===== src/rtl/hold_pkg.sv =====
package hold_pkg;
  // command bundle passed from the pause control to the datapath
  typedef struct packed {
    logic mask;    // suppress edges and freeze data this cycle
    logic paused;  // registered pause state
  } holdCmd_t;
endpackage


===== src/rtl/hold_ctrl.sv =====
module hold_ctrl
  import hold_pkg::*;
(
  input  logic     clk,
  input  logic     rstN,
  input  logic     csN,
  input  logic     holdN,
  input  logic     sckLevel,
  input  logic     sckFall,
  output holdCmd_t cmd
);
  logic holdPrev;
  logic pausedQ;
  logic pendQ;
  logic holdFall;
  logic holdRise;
  logic selected;
  logic enterNow;
  logic leaveNow;
  logic pendNext;
  logic pausedNext;

  assign holdFall = holdPrev & ~holdN;
  assign holdRise = ~holdPrev & holdN;
  assign selected = ~csN;

  // entry happens only with the clock low: direct, or deferred to a fall
  assign enterNow = selected & ((holdFall & ~sckLevel) | (pendQ & sckFall & ~holdN));
  assign leaveNow = pausedQ & holdRise & ~sckLevel;
  assign pendNext = selected & ~holdN & ~enterNow & (pendQ | (holdFall & sckLevel));

  always_comb begin
    if (!selected)     pausedNext = 1'b0;
    else if (enterNow) pausedNext = 1'b1;
    else if (leaveNow) pausedNext = 1'b0;
    else               pausedNext = pausedQ;
  end

  always_ff @(posedge clk or negedge rstN) begin
    if (!rstN) begin
      holdPrev <= 1'b1;
      pausedQ  <= 1'b0;
      pendQ    <= 1'b0;
    end else begin
      holdPrev <= holdN;
      pausedQ  <= pausedNext;
      pendQ    <= pendNext;
    end
  end

  assign cmd.mask   = pausedQ | enterNow;
  assign cmd.paused = pausedQ;

  // a pause only ever starts from a cycle with the clock sampled low
  assert_entry_sck_low_R2: assert property (@(posedge clk) disable iff (!rstN)
    $rose(pausedQ) |-> !$past(sckLevel));

  // a pause ends only with the clock low or on deselect
  assert_exit_sck_low_R5: assert property (@(posedge clk) disable iff (!rstN)
    $fell(pausedQ) |-> (!$past(sckLevel) || $past(csN)));

  // a release seen with the clock high keeps the pause
  assert_refused_release_R6: assert property (@(posedge clk) disable iff (!rstN)
    (pausedQ && !csN && sckLevel && $rose(holdN)) |=> pausedQ);

  // a deferred pause takes effect on the clock fall
  assert_deferred_entry_R3: assert property (@(posedge clk) disable iff (!rstN)
    (pendQ && sckFall && !holdN && !csN) |=> pausedQ);

  // deselect clears the pause
  assert_deselect_clears_R8: assert property (@(posedge clk) disable iff (!rstN)
    csN |=> !pausedQ);
endmodule


===== src/rtl/hold_datapath.sv =====
module hold_datapath
  import hold_pkg::*;
(
  input  logic     clk,
  input  logic     rstN,
  input  logic     sck,
  input  logic     si,
  input  logic     holdN,
  input  holdCmd_t cmd,
  output logic     sckFall,
  output logic     sckRiseOut,
  output logic     sckFallOut,
  output logic     siOut,
  output logic     soHiZ
);
  logic sckPrev;
  logic siLast;
  logic sckRise;

  assign sckRise = sck & ~sckPrev;
  assign sckFall = ~sck & sckPrev;

  always_ff @(posedge clk or negedge rstN) begin
    if (!rstN) begin
      sckPrev <= 1'b0;
      siLast  <= 1'b0;
    end else begin
      sckPrev <= sck;
      if (!cmd.mask) siLast <= si;
    end
  end

  assign sckRiseOut = sckRise & ~cmd.mask;
  assign sckFallOut = sckFall & ~cmd.mask;
  assign siOut      = cmd.mask ? siLast : si;
  assign soHiZ      = ~holdN | cmd.paused;

  // data seen by the controller stays frozen across a masked span
  assert_si_frozen_R4: assert property (@(posedge clk) disable iff (!rstN)
    (cmd.mask && $past(cmd.mask)) |-> $stable(siOut));
endmodule


===== src/rtl/hold_gate.sv =====
module hold_gate
  import hold_pkg::*;
(
  input  logic clk,
  input  logic rstN,
  input  logic csN,
  input  logic sck,
  input  logic si,
  input  logic holdN,
  output logic sckRiseGated,
  output logic sckFallGated,
  output logic siGated,
  output logic pauseActive,
  output logic soForceHiZ
);
  holdCmd_t cmd;
  logic     sckFall;

  hold_ctrl u_ctrl (
    .clk      (clk),
    .rstN     (rstN),
    .csN      (csN),
    .holdN    (holdN),
    .sckLevel (sck),
    .sckFall  (sckFall),
    .cmd      (cmd)
  );

  hold_datapath u_dp (
    .clk        (clk),
    .rstN       (rstN),
    .sck        (sck),
    .si         (si),
    .holdN      (holdN),
    .cmd        (cmd),
    .sckFall    (sckFall),
    .sckRiseOut (sckRiseGated),
    .sckFallOut (sckFallGated),
    .siOut      (siGated),
    .soHiZ      (soForceHiZ)
  );

  assign pauseActive = cmd.paused;

  // no strobe reaches the controller while paused
  assert_no_strobe_paused_R4: assert property (@(posedge clk) disable iff (!rstN)
    pauseActive |-> (!sckRiseGated && !sckFallGated));

  // output stays high impedance for the whole pause
  assert_hiz_paused_R7: assert property (@(posedge clk) disable iff (!rstN)
    pauseActive |-> soForceHiZ);
endmodule


===== config.mk =====
export PLATFORM = sky130hd
export DESIGN_NAME = hold_gate
export DESIGN_NICKNAME = d
export VERILOG_FILES = /design/src/rtl/hold_pkg.sv /design/src/rtl/hold_ctrl.sv /design/src/rtl/hold_datapath.sv /design/src/rtl/hold_gate.sv
export SDC_FILE = /design/constraint.sdc
export NUM_CORES = 1
export LEC_CHECK = 0
export CAP_MARGIN = 40
export CORE_AREA = 2 2 39 41
export CTS_BUF_LIST = sky130_fd_sc_hd__clkbuf_16
export DETAILED_ROUTE_END_ITERATION = 8
export DIE_AREA = 0 0 41 43
export DONT_BUFFER_PORTS = 1
export GPL_TIMING_DRIVEN = 0
export SYNTH_ARGS = -nofsm -noshare
export SYNTH_HDL_FRONTEND = slang
export SYNTH_SLANG_ARGS = --single-unit

===== constraint.sdc =====
create_clock -name clk -period 2.6 [get_ports clk]
set_clock_uncertainty 0.1 [all_clocks]
set_input_delay 0 -clock clk [delete_from_list [all_inputs] [get_ports clk]]
set_output_delay 0 -clock clk [all_outputs]
set_load 0.02 [all_outputs]

### Word level (Yosys, flattened, before mapping)

Index checks and enable logic that the tools add are counted.

* register bits: 5
* input port bits: 6
* output and inout port bits: 5
* word-level logic and storage cells: 37

* multiplexer cells: 4
* bitwise gates (word level): 27
* reductions and logical operators: 1

Operators with widths (number)
* $and A1 B1 Y1: 16
* $not A1 Y1: 7
* $mux W1: 4
* $or A1 B1 Y1: 4
* $reduce_bool A3 Y1: 1

### Depth between registers and ports, before layout

Gate-level depths: netlist (run 1).

* depth in word-level cells: 9
* gate-level depth with buffers: 3
* gate-level depth less buffers: 3

### Modules after synthesis

A second synthesis (run 1) with hierarchy kept.

* cell total of the unflattened synthesis: 22
* area, all modules: 237.7 µm²

By module, submodules not included
* hold_ctrl: instances 1, cells an instance 15, area each 145.1 µm²
* hold_datapath: instances 1, cells an instance 7, area each 92.6 µm²

### Worst setup path before layout (run 1)

Ideal clock, no wire load.

* path kind: register -> register
* from: register u_ctrl.holdPrev
* to: register u_dp.siLast
* library setup time: 167 ps
* arrival time: 1163 ps
* slack: 1169 ps
* stages on the path, launching flop included: 4
* path buffers: 0
* period minus slack after synthesis: 1431 ps
* cells stage by stage: dfstp_2 -> a21oi_1 -> o21ai_2 -> mux2_1

* longest elaborated chain between the ends: 6

Ends and longest elaborated chain
* from (decl): line hold_ctrl.sv:12 `logic holdPrev;`
* from (signal assigned): line hold_ctrl.sv:45 `holdPrev <= holdN;`
* $and A1 B1 Y1: line hold_ctrl.sv:23 `assign holdFall = holdPrev & ~holdN;`
* $and A1 B1 Y1: line hold_ctrl.sv:28 `assign enterNow = selected & ((holdFall & ~sckLevel) | (pendQ & sckFall & ~holdN));`
* $or A1 B1 Y1: line hold_ctrl.sv:28
* $and A1 B1 Y1: line hold_ctrl.sv:28
* $or A1 B1 Y1: line hold_ctrl.sv:51 `assign cmd.mask = pausedQ | enterNow;`
* $mux W1
* net siGated: line hold_gate.sv:12 `output logic siGated,`
* to (signal assigned): line hold_datapath.sv:29 `if (!cmd.mask) siLast <= si;`
* to (decl): line hold_datapath.sv:17 `logic siLast;`

The timed path passes the listed nets, and every way through them passes these cells.
A chain may end at the register's enable or synchronous reset.

### Final worst setup path (run 1)

* from: input holdN
* to: output siGated

* longest elaborated chain between the ends: 7
* elaborated cells on any way between the ends: 8
* classes of those cells: mux (1); bitwise (7)

Ends and longest elaborated chain
* from (decl): line hold_gate.sv:9 `input logic holdN,`
* $not A1 Y1 *: line hold_ctrl.sv:23, hold_ctrl.sv:28
* $and A1 B1 Y1: line hold_ctrl.sv:23
* $and A1 B1 Y1: line hold_ctrl.sv:28
* $or A1 B1 Y1 *: line hold_ctrl.sv:28
* $and A1 B1 Y1 *: line hold_ctrl.sv:28
* $or A1 B1 Y1 *: line hold_ctrl.sv:51
* $mux W1 *: line hold_datapath.sv:35 `assign siOut = cmd.mask ? siLast : si;`
* to (decl): line hold_gate.sv:12

Mark *: on every way between the ends. The rest lies on a longest branch, timed or not.

==> metrics.md, run 1 <==
| Metric | Value |
|---|---|
| Cell Area, Synth | `219 sq um` |
| CP max FO | `4` |
| Syn_nets | `25` |
| Clock Path Buffers | `2` |
| Remaining DRCs | `0` |
| Avg Cell Area, Syn | `11.5 sq um` |
| Commonest cells post-synth | `4 x dfrtp_1, 3 x nor2_1, 3 x nor3b_1` |
| Mapped Cells | `19` |
| Routed len/inst | `11.8 microns` |
| Final setup fails | `0` |
| Dominant cell type by area after synthesis | `dfrtp_1` |
| Core area | `0.00138 sq mm` |
| Crit-path slowest cell | `dlygate4sd3_1` |
| Via density per instance | `4.18` |
| Largest net degree at the start of global routing | `6` |
| Crit path cell chain | `dlygate4sd3_1 > or3_4 > o21ai_2 > mux2_1` |
| RSZ-0062 raised after global routing | `no` |
| Maximum clock frequency | `591 MHz` |
| CP max stage delay | `0.58 ns` |
| Top FF cell, synth | `dfrtp_1` |
| Lkg Pwr | `0.000157 uW` |
| First-pass DRT Iterations | `4` |
| Yosys warning total | `0` |
| CP top delay family | `buffers and inverters` |
| Period minus WS final | `1.69 ns` |
| Post-Route WL | `533 microns` |
| Starting Density | `15.8%` |
| CTS tree | `built` |
| #FFs+latches synth | `5` |
| Row Count | `14` |
| Setup bufs post-CTS | `0` |
| Synth area leaders | `dfrtp_1 46%, dfstp_2 12%, nor3b_1 10%` |
| CTS Buf Count | `3` |
| Share of cells above drive strength 1 | `20.7%` |
| P&R area growth vs syn | `72.6%` |
| Post-synth cell types | `12` |
| Most common cell in the synthesized netlist | `dfrtp_1` |
| Die H | `43 microns` |
| Vias in the first global route | `208` |
| Bufs and invs on worst path | `1` |
| Async SR Flop Fraction | `100%` |
| Antenna violations before repair | `0` |
| Fin. Hold Viols | `0` |
| CTS sink cnt | `5` |
| ANT cells | `0` |
| ANT nets after route | `0` |
| Critical path required time | `2.50 ns` |
| GRT Total Usage | `7.98%` |
| Post-synth EDFFs | `0` |
| Post-synth top area share | `45.7%` |
| Die W | `41 microns` |
| IO buf count | `0` |
| Final Cycle Share | `65.1%` |
| Min-Delay Path Class | `in -> out` |
| VDD IR-drop max | `0.556 mV` |
| Global route overflow | `0` |
| CTS H-tree depth | `1` |
| Final design utilization | `27.3%` |
| Pwr dens | `961 mW/mm^2` |
| Skew-Pair Late Insertion Delay | `0.23 ns` |
| First-pass GRT wire length | `848 microns` |
| Worst slew margin | `53.9%` |
| Via count | `188` |
| Crit path capture type | `primary output` |
| Part of the Yosys area used for sequential elements | `57.7%` |
| Die ar. | `0.00176 sq mm` |
| Setup tns final | `0 ns` |
| Pins over their slew limit | `0` |
| GP Congestion | `0.640` |
| Root buf cell | `clkbuf_16` |
| WS Path Type | `in -> out` |
| CP startpoint kind | `input port` |
| IO Pins | `11` |
| Max cap viols | `0` |
| Nets | `36` |
| Slew @ Worst Pin | `0.690 ns` |
| Worst Path Arrival | `1.59 ns` |
| Status | `finished clean` |
| Starting DRT DRC Count | `3` |
[through the flow]
step / setup slack, ns / cell area, sq um / power [uW] / std cells / hold slack, ns
global placement: 1.12 / 239 / 106 / 35 / -0.396
CTS: 0.898 / 378 / 367 / 45 / 0.0309
detailed placement: 1.12 / 239 / 106 / 35 / -0.395
floorplan: 1.17 / 219 / 104 / 19 / -0.396
global route: 0.877 / 378 / 374 / 45 / 0.0460
finish: 0.908 / 378 / 363 / 45 / 0.0317
[kinds of logic after synthesis]
| group | Yosys count | share of synthesized area (%) |
|---|---|---|
| simple gates | 9 | 25.1 |
| compound gates | 3 | 10.3 |
| mux | 1 | 5.14 |
| buf+inv | 1 | 1.71 |
| flops | 5 | 57.7 |
[what timing repair did]
action / CTS / global route
endpoints found under the hold margin: 11 / 0
endpoints found under the setup margin: 0 / 0
hold buffers: 6 / 0
gates resized for setup: 0 / 0
[cells in the final DEF (no fill, tap or decap)]
cell / instances
nor4_1: 1
dlygate4sd3_1: 6
mux2_1: 1
nand2_1: 1
clkbuf_16: 3
a21oi_1: 1
or3_4: 1
nor2_1: 3
nor3b_1: 3
o32ai_1: 1
dfstp_2: 1
o21ai_2: 1
dfrtp_1: 4
inv_1: 2
[final timing paths]
check | slack [ns] | cells past startpoint | endpoint | from
min reg2reg | 0.45 | 2 | u_ctrl.pendQ | u_ctrl.holdPrev
max reg2reg | 1.11 | 3 | u_dp.siLast | u_ctrl.holdPrev
min | 0.03 | 1 | soForceHiZ | holdN
min in group asynchronous | 0.50 | 2 | u_dp.siLast | rstN
max in group asynchronous | 1.65 | 2 | u_ctrl.holdPrev | rstN
max | 0.91 | 4 | siGated | holdN
[registers in the layout, indices dropped and copies added, names as in the netlist]
name,count
u_ctrl.holdPrev,1
u_ctrl.pausedQ,1
u_ctrl.pendQ,1
u_dp.sckPrev,1
u_dp.siLast,1
[layer usage]
metal	share of wire (%)	up-vias	GRT usage, %
li1	-	91	-
met1	40	86	8.52
met2	43	9	10.3
met3	13	2	4.19
met4	3.8	0	8.00
met5	0	-	0
[final cells by class]
class                      instances  area [sq um]
sequential                         5           126
inverter                           1          3.75
clock inverter                     1          3.75
timing repair buffer               6          60.1
multi-input combinational         13          88.8
fill                             143          1010
tap                               16          20.0
clock buffer                       3          75.1
[power breakdown]
part / switching [uW] / total, uW / leakage, uW / internal (uW)
combinational: 16.3 / 28.3 / 0.0000541 / 12.0
sequential: 4.13 / 87.7 / 0.0000610 / 83.5
clock: 48.2 / 247 / 0.0000423 / 199
(Power assumes the default switching activity.)
==> run 2: changes to the inputs <==
Clock period 2.6 ns to 1.7 ns, I/O delays scaled along.
==> run 2 against run 1 <==
Power grew 54%. Via count grew 1.1%. Register-to-register slack lost 0.95 ns. Die area stayed put. Clock power up 53%. Combinational power grew 63%. First-iteration DRC count decreased by 100%. Global-route usage increased by 0.20 points. Sequential share of layout area shrank 1.3 points. Critical path depth stayed put. Worst setup slack worse by 0.87 ns. Critical path type unchanged. Largest power group unchanged.
==> metrics.md, run 2 (synthesis gave the netlist of run 1 again) <==
| Metric | Value |
|---|---|
| Dpl ws | `0.218 ns (was 1.12 ns)` |
| Fin. Hold Viols | `0 (unchanged)` |
| Global route overflow | `0 (unchanged)` |
| Skew-Pair Late Insertion Delay | `0.23 ns (about the same)` |
| Root buf cell | `clkbuf_16 (unchanged)` |
| Worst Path Arrival | `1.56 ns (was 1.59 ns)` |
| Final Cycle Share | `97.9%` |
| CP startpoint kind | `input port (unchanged)` |
| ANT cells | `0 (unchanged)` |
| Power Internal | `453 uW (was 294 uW)` |
| Final setup fails | `0 (unchanged)` |
| Hold depth | `1 (unchanged)` |
| Core area | `0.00138 sq mm (unchanged)` |
| RSZ-0062 raised after global routing | `yes (was no)` |
| Starting Density | `15.8% (unchanged)` |
| Die H | `43 microns (unchanged)` |
| # fillers | `141 (was 143)` |
| Seq pwr share | `24.1% (about the same)` |
| Via density per instance | `4.13 (was 4.18)` |
| Nets | `37 (was 36)` |
| Clock Path Buffers | `2 (unchanged)` |
| Hold path endpoint | `soForceHiZ (unchanged)` |
| Clock Power Share | `67.7% (was 68.1%)` |
| Largest net degree at the start of global routing | `6 (unchanged)` |
| CTS sink cnt | `5 (unchanged)` |
| Pins over their slew limit | `0 (unchanged)` |
| First-pass GRT wire length | `883 microns (was 848 microns)` |
| P&R area growth vs syn | `79.4% (was 72.6%)` |
| Setup bufs post-CTS | `0 (unchanged)` |
| Sw power | `105 uW (was 68.6 uW)` |
| First-pass DRT Iterations | `1 (was 4)` |
| Starting DRT DRC Count | `0 (was 3)` |
| Maximum clock frequency | `601 MHz` |
| Pwr dens | `1420 mW/mm^2 (was 961 mW/mm^2)` |
| Lkg Pwr | `0.000166 uW (was 0.000157 uW)` |
| Share of cells above drive strength 1 | `26.7% (was 20.7%)` |
| ANT nets after route | `0 (unchanged)` |
| CTS tree | `built (unchanged)` |
| Slew @ Worst Pin | `0.687 ns (was 0.690 ns)` |
| VDD IR-drop max | `0.850 mV (was 0.556 mV)` |
| Remaining DRCs | `0 (unchanged)` |
| Vias in the first global route | `219 (was 208)` |
| IO buf count | `0 (unchanged)` |
| Comb pwr share | `8.3% (was 7.8%)` |
| Period minus WS final | `1.66 ns` |
| Critical path required time | `1.60 ns (was 2.50 ns)` |
| Min-Delay Path Class | `in -> out (unchanged)` |
| Fin worst setup slack | `0.0352 ns (was 0.908 ns)` |
| IO Pins | `11 (unchanged)` |
| Worst Hold Launch | `holdN (unchanged)` |
| Status | `finished clean (unchanged)` |
| Die W | `41 microns (unchanged)` |
| Commonest non-fill, non-tap cells in the layout | `7 x dlygate4sd3_1, 4 x dfrtp_1, 3 x nor2_1, 3 x clkbuf_16 (was 6 x dlygate4sd3_1, 4 x dfrtp_1, 3 x nor2_1, 3 x nor3b_1, 3 x clkbuf_16)` |
| Reg2reg end | `u_ctrl.pendQ (was u_dp.siLast)` |
| CP max FO | `3 (was 4)` |
| R2R cell count | `3 (unchanged)` |
| Setup tns final | `0 ns (unchanged)` |
| CTS Buf Count | `3 (unchanged)` |
| GP Congestion | `0.640 (unchanged)` |
| RR Startpoint | `u_ctrl.holdPrev (unchanged)` |
| R2R setup slack | `0.16 ns (was 1.11 ns)` |
| Row Count | `14 (unchanged)` |
| Worst slew margin | `54.1% (was 53.9%)` |
| Max cap viols | `0 (unchanged)` |
| WS Path Type | `in -> out (unchanged)` |
| Commonest non-fill, non-tap cell in the layout | `dlygate4sd3_1 (unchanged)` |
| Routed len/inst | `11.7 microns (was 11.8 microns)` |
| Crit path capture type | `primary output (unchanged)` |
| Switching share of total power | `18.8% (was 18.9%)` |
| Die ar. | `0.00176 sq mm (unchanged)` |
| CTS H-tree depth | `1 (unchanged)` |
| Via count | `190 (was 188)` |
| Post-Route WL | `539 microns (was 533 microns)` |
| GRT Total Usage | `8.18% (was 7.98%)` |
| Antenna violations before repair | `0 (unchanged)` |
## run 2: cell count changes in the layout (fill, tap and decap cells not counted)
cell	before	now
dlygate4sd3_1	6	7
mux2_1	1	0
mux2_2	0	1
nor3b_1	3	2
nor3b_2	0	1
## run 2: layout make-up
type	count	area [sq um]	share of cell area, %
multi-input cells	13	93.8	23.9
repair buffers	7	70.1	17.8
clock inverters	1	3.75	0.955
well taps	16	20.0	5.10
clock buffers	3	75.1	19.1
inverters	1	3.75	0.955
flip-flops and latches	5	126	32.2
## run 2: repair_timing
item / in CTS / in global routing
hold buffers: 7 / 0
endpoints found under the setup margin: 0 / 2
hold endpoints to repair: 11 / 0
gates resized for setup: 0 / 2
## run 2: worst max path at each step
stage / from / to / slack [ns] / cells after the start
6_report: holdN / siGated / 0.04 / 4
5_1_grt: sck / siGated / -0.004 / 4
4_1_cts: holdN / siGated / 0.01 / 4
3_5_place_dp: u_ctrl.holdPrev / u_dp.siLast / 0.22 / 3
3_3_place_gp: u_ctrl.holdPrev / u_dp.siLast / 0.22 / 3
2_1_floorplan: u_ctrl.holdPrev / u_dp.siLast / 0.27 / 3
## run 2: power groups by stage
stage / Combinational [uW] / Sequential, uW / Clock (uW)
after CTS: 44.7 / 134 / 383
final: 46.0 / 134 / 377
after floorplan: 25.0 / 134 / 0
after global routing: 49.9 / 136 / 389
after detailed placement: 27.5 / 135 / 0
after global placement: 27.3 / 135 / 0
## run 2: per-layer routing
| metal | global-route usage [%] | vias to the layer above | part of all wire, % |
|---|---|---|---|
| li1 | - | 90 | - |
| met1 | 9.18 | 90 | 43 |
| met2 | 10.6 | 8 | 44 |
| met3 | 3.66 | 2 | 8.9 |
| met4 | 8.00 | 0 | 3.9 |
| met5 | 0 | - | 0 |
## run 2: critical path: stages
cell           delay, ns
dlygate4sd3_1       0.57
or3_4               0.40
o21ai_2             0.16
mux2_2              0.43
## run 2: metrics by stage
step | instance area, sq um | instances | power (uW) | hold WS [ns] | util (%)
final | 393 | 46 | 557 | 0.0297 | 28.4
after detailed placement | 239 | 35 | 163 | -0.395 | 17.3
after global routing | 393 | 46 | 575 | 0.0446 | 28.4
after floorplan | 219 | 19 | 159 | -0.396 | -
after CTS | 388 | 46 | 562 | 0.0310 | 28.0
after global placement | 239 | 35 | 162 | -0.396 | 17.3
==> run 3: changes to the inputs <==
Settings changed: HOLD_SLACK_MARGIN set to 0.12.
==> run 3 against run 2 <==
Sequential share of layout area fell by 1.7 points. Worst setup slack got worse by 0.012 ns. Non-clock buffer count rose by 2. Via count fell by 0.53%. Largest power group unchanged. Critical path depth did not move. Utilization rose by 1.6 points. Global-route usage fell by 0.30 points.
==> metrics.md, run 3 (synthesis gave the netlist of run 1 again) <==
| Metric | Value |
|---|---|
| CP max FO | `3 (unchanged)` |
| Crit path cell chain | `dlygate4sd3_1 > or3_4 > o21ai_2 > mux2_1 (was dlygate4sd3_1 > or3_4 > o21ai_2 > mux2_2)` |
| Antenna violations before repair | `0 (unchanged)` |
| CTS Buf Count | `3 (unchanged)` |
| CTS tree | `built (unchanged)` |
| IO buf count | `0 (unchanged)` |
| P&R area growth vs syn | `89.7% (was 79.4%)` |
| Die H | `43 microns (unchanged)` |
| GP Congestion | `0.640 (unchanged)` |
| CP top delay family | `buffers and inverters (unchanged)` |
| Status | `finished clean (unchanged)` |
| Routed len/inst | `11.1 microns (was 11.7 microns)` |
| GRT Total Usage | `7.88% (was 8.18%)` |
| Final design utilization | `30.0% (was 28.4%)` |
| WS Path Type | `in -> out (unchanged)` |
| Post-Route WL | `533 microns (was 539 microns)` |
| Die W | `41 microns (unchanged)` |
| RSZ-0062 raised after global routing | `yes (unchanged)` |
| First-pass GRT wire length | `855 microns (was 883 microns)` |
| Setup bufs post-CTS | `0 (unchanged)` |
| Vias in the first global route | `215 (was 219)` |
| Die ar. | `0.00176 sq mm (unchanged)` |
| VDD IR-drop max | `0.853 mV (was 0.850 mV)` |
| Root buf cell | `clkbuf_16 (unchanged)` |
| Final instance area | `415 sq um (was 393 sq um)` |
| Clock slew at the register clock pins of the worst setup and hold paths | `0.03 ns` |
| Largest net degree at the start of global routing | `7 (was 6)` |
| Min-Delay Path Class | `in -> reg (was in -> out)` |
| First-pass DRT Iterations | `3 (was 1)` |
| Lkg Pwr | `0.000181 uW (was 0.000166 uW)` |
| Clock Path Buffers | `2 (unchanged)` |
| Share of cells above drive strength 1 | `21.9% (was 26.7%)` |
| Reg2reg end | `u_ctrl.pendQ (unchanged)` |
| R2R setup slack | `0.16 ns (about the same)` |
| CTS H-tree depth | `1 (unchanged)` |
| Bufs and invs on worst path | `1 (unchanged)` |
| Placed cell areas | `239 sq um (unchanged)` |
| Final setup fails | `0 (unchanged)` |
| Row Count | `14 (unchanged)` |
| IO Pins | `11 (unchanged)` |
| Starting DRT DRC Count | `2 (was 0)` |
| Nets | `39 (was 37)` |
| Max cap viols | `0 (unchanged)` |
| CP startpoint kind | `input port (unchanged)` |
| Worst Hold Launch | `holdN (unchanged)` |
| Commonest non-fill, non-tap cells in the layout | `8 x dlygate4sd3_1, 4 x dfrtp_1, 3 x nor2_1, 3 x clkbuf_16 (was 7 x dlygate4sd3_1, 4 x dfrtp_1, 3 x nor2_1, 3 x clkbuf_16)` |
| Skew-Pair Late Insertion Delay | `0.23 ns (about the same)` |
| Global route overflow | `0 (unchanged)` |
| Pins over their slew limit | `0 (unchanged)` |
| RR Startpoint | `u_ctrl.holdPrev (unchanged)` |
| Via count | `189 (was 190)` |
| Fin. Hold Viols | `0 (unchanged)` |
| Crit path capture type | `primary output (unchanged)` |
| Final Cycle Share | `98.6% (was 97.9%)` |
| Worst slew margin | `54.5% (was 54.1%)` |
| CP max stage delay | `0.58 ns (was 0.57 ns)` |
| Commonest non-fill, non-tap cell in the layout | `dlygate4sd3_1 (unchanged)` |
| Hold depth | `3 (was 1)` |
| R2R cell count | `3 (unchanged)` |
| ANT cells | `0 (unchanged)` |
| Period minus WS final | `1.68 ns (was 1.66 ns)` |
| ANT nets after route | `0 (unchanged)` |
| Worst Path Arrival | `1.58 ns (was 1.56 ns)` |
| Slew @ Worst Pin | `0.682 ns (was 0.687 ns)` |
| Critical path required time | `1.60 ns (about the same)` |
| Via density per instance | `3.94 (was 4.13)` |
| CTS sink cnt | `5 (unchanged)` |
| Crit-path slowest cell | `dlygate4sd3_1 (unchanged)` |
| Starting Density | `15.8% (unchanged)` |
| Remaining DRCs | `0 (unchanged)` |
| Core area | `0.00138 sq mm (unchanged)` |
| Hold path endpoint | `u_dp.siLast (was soForceHiZ)` |
| Pwr dens | `1350 mW/mm^2 (was 1420 mW/mm^2)` |
| Maximum clock frequency | `596 MHz (was 601 MHz)` |
[run 3: cell type report]
cell class,count,area [sq um]
multi-input cells,13,93.8
inverters,1,3.75
repair buffers,9,92.6
flip-flops and latches,5,126
clock inverters,1,3.75
fillers,140,968
well taps,16,20.0
clock buffers,3,75.1
[run 3: how the worst max path moves through the flow]
stage / startpoint / to / cells after the start
after global placement: u_ctrl.holdPrev / u_dp.siLast / 3
after CTS: sck / siGated / 4
after floorplan: u_ctrl.holdPrev / u_dp.siLast / 3
final: csN / siGated / 4
after global routing: csN / siGated / 4
after detailed placement: u_ctrl.holdPrev / u_dp.siLast / 3
[run 3: routing by layer]
layer	vias up	track usage [%]	share of wire, %
li1	95	-	-
met1	83	8.52	41
met2	9	10.3	44
met3	2	3.66	11
met4	0	8.00	3.8
met5	-	0	0
[run 3: report_power, final]
part | internal, uW | leakage (uW) | switching (uW)
clock network | 304 | 0.0000423 | 73.5
registers | 128 | 0.0000610 | 6.41
logic | 22.8 | 0.0000780 | 26.0
[run 3: what timing repair did]
action,4_1_cts,5_1_grt
hold buffers,8,1
endpoints found under the setup margin,0,3
endpoints found under the hold margin,13,1
resized for setup,0,2
[run 3: through the flow]
| stage | setup WS [ns] | hold slack [ns] | power [uW] | TNS (ns) | cells |
|---|---|---|---|---|---|
| 2_1_floorplan | 0.269 | -0.396 | 159 | 0 | 19 |
| 3_3_place_gp | 0.220 | -0.396 | 162 | 0 | 35 |
| 3_5_place_dp | 0.218 | -0.395 | 163 | 0 | 35 |
| 4_1_cts | 0.0105 | 0.234 | 564 | 0 | 47 |
| 5_1_grt | -0.00647 | 0.260 | 578 | -0.00647 | 48 |
| 6_report | 0.0235 | 0.247 | 561 | 0 | 48 |
[run 3: tightest hold or removal path, stage by stage]
cell     delay (ns)
or3_4          0.10
o21ai_2        0.06
mux2_1         0.34
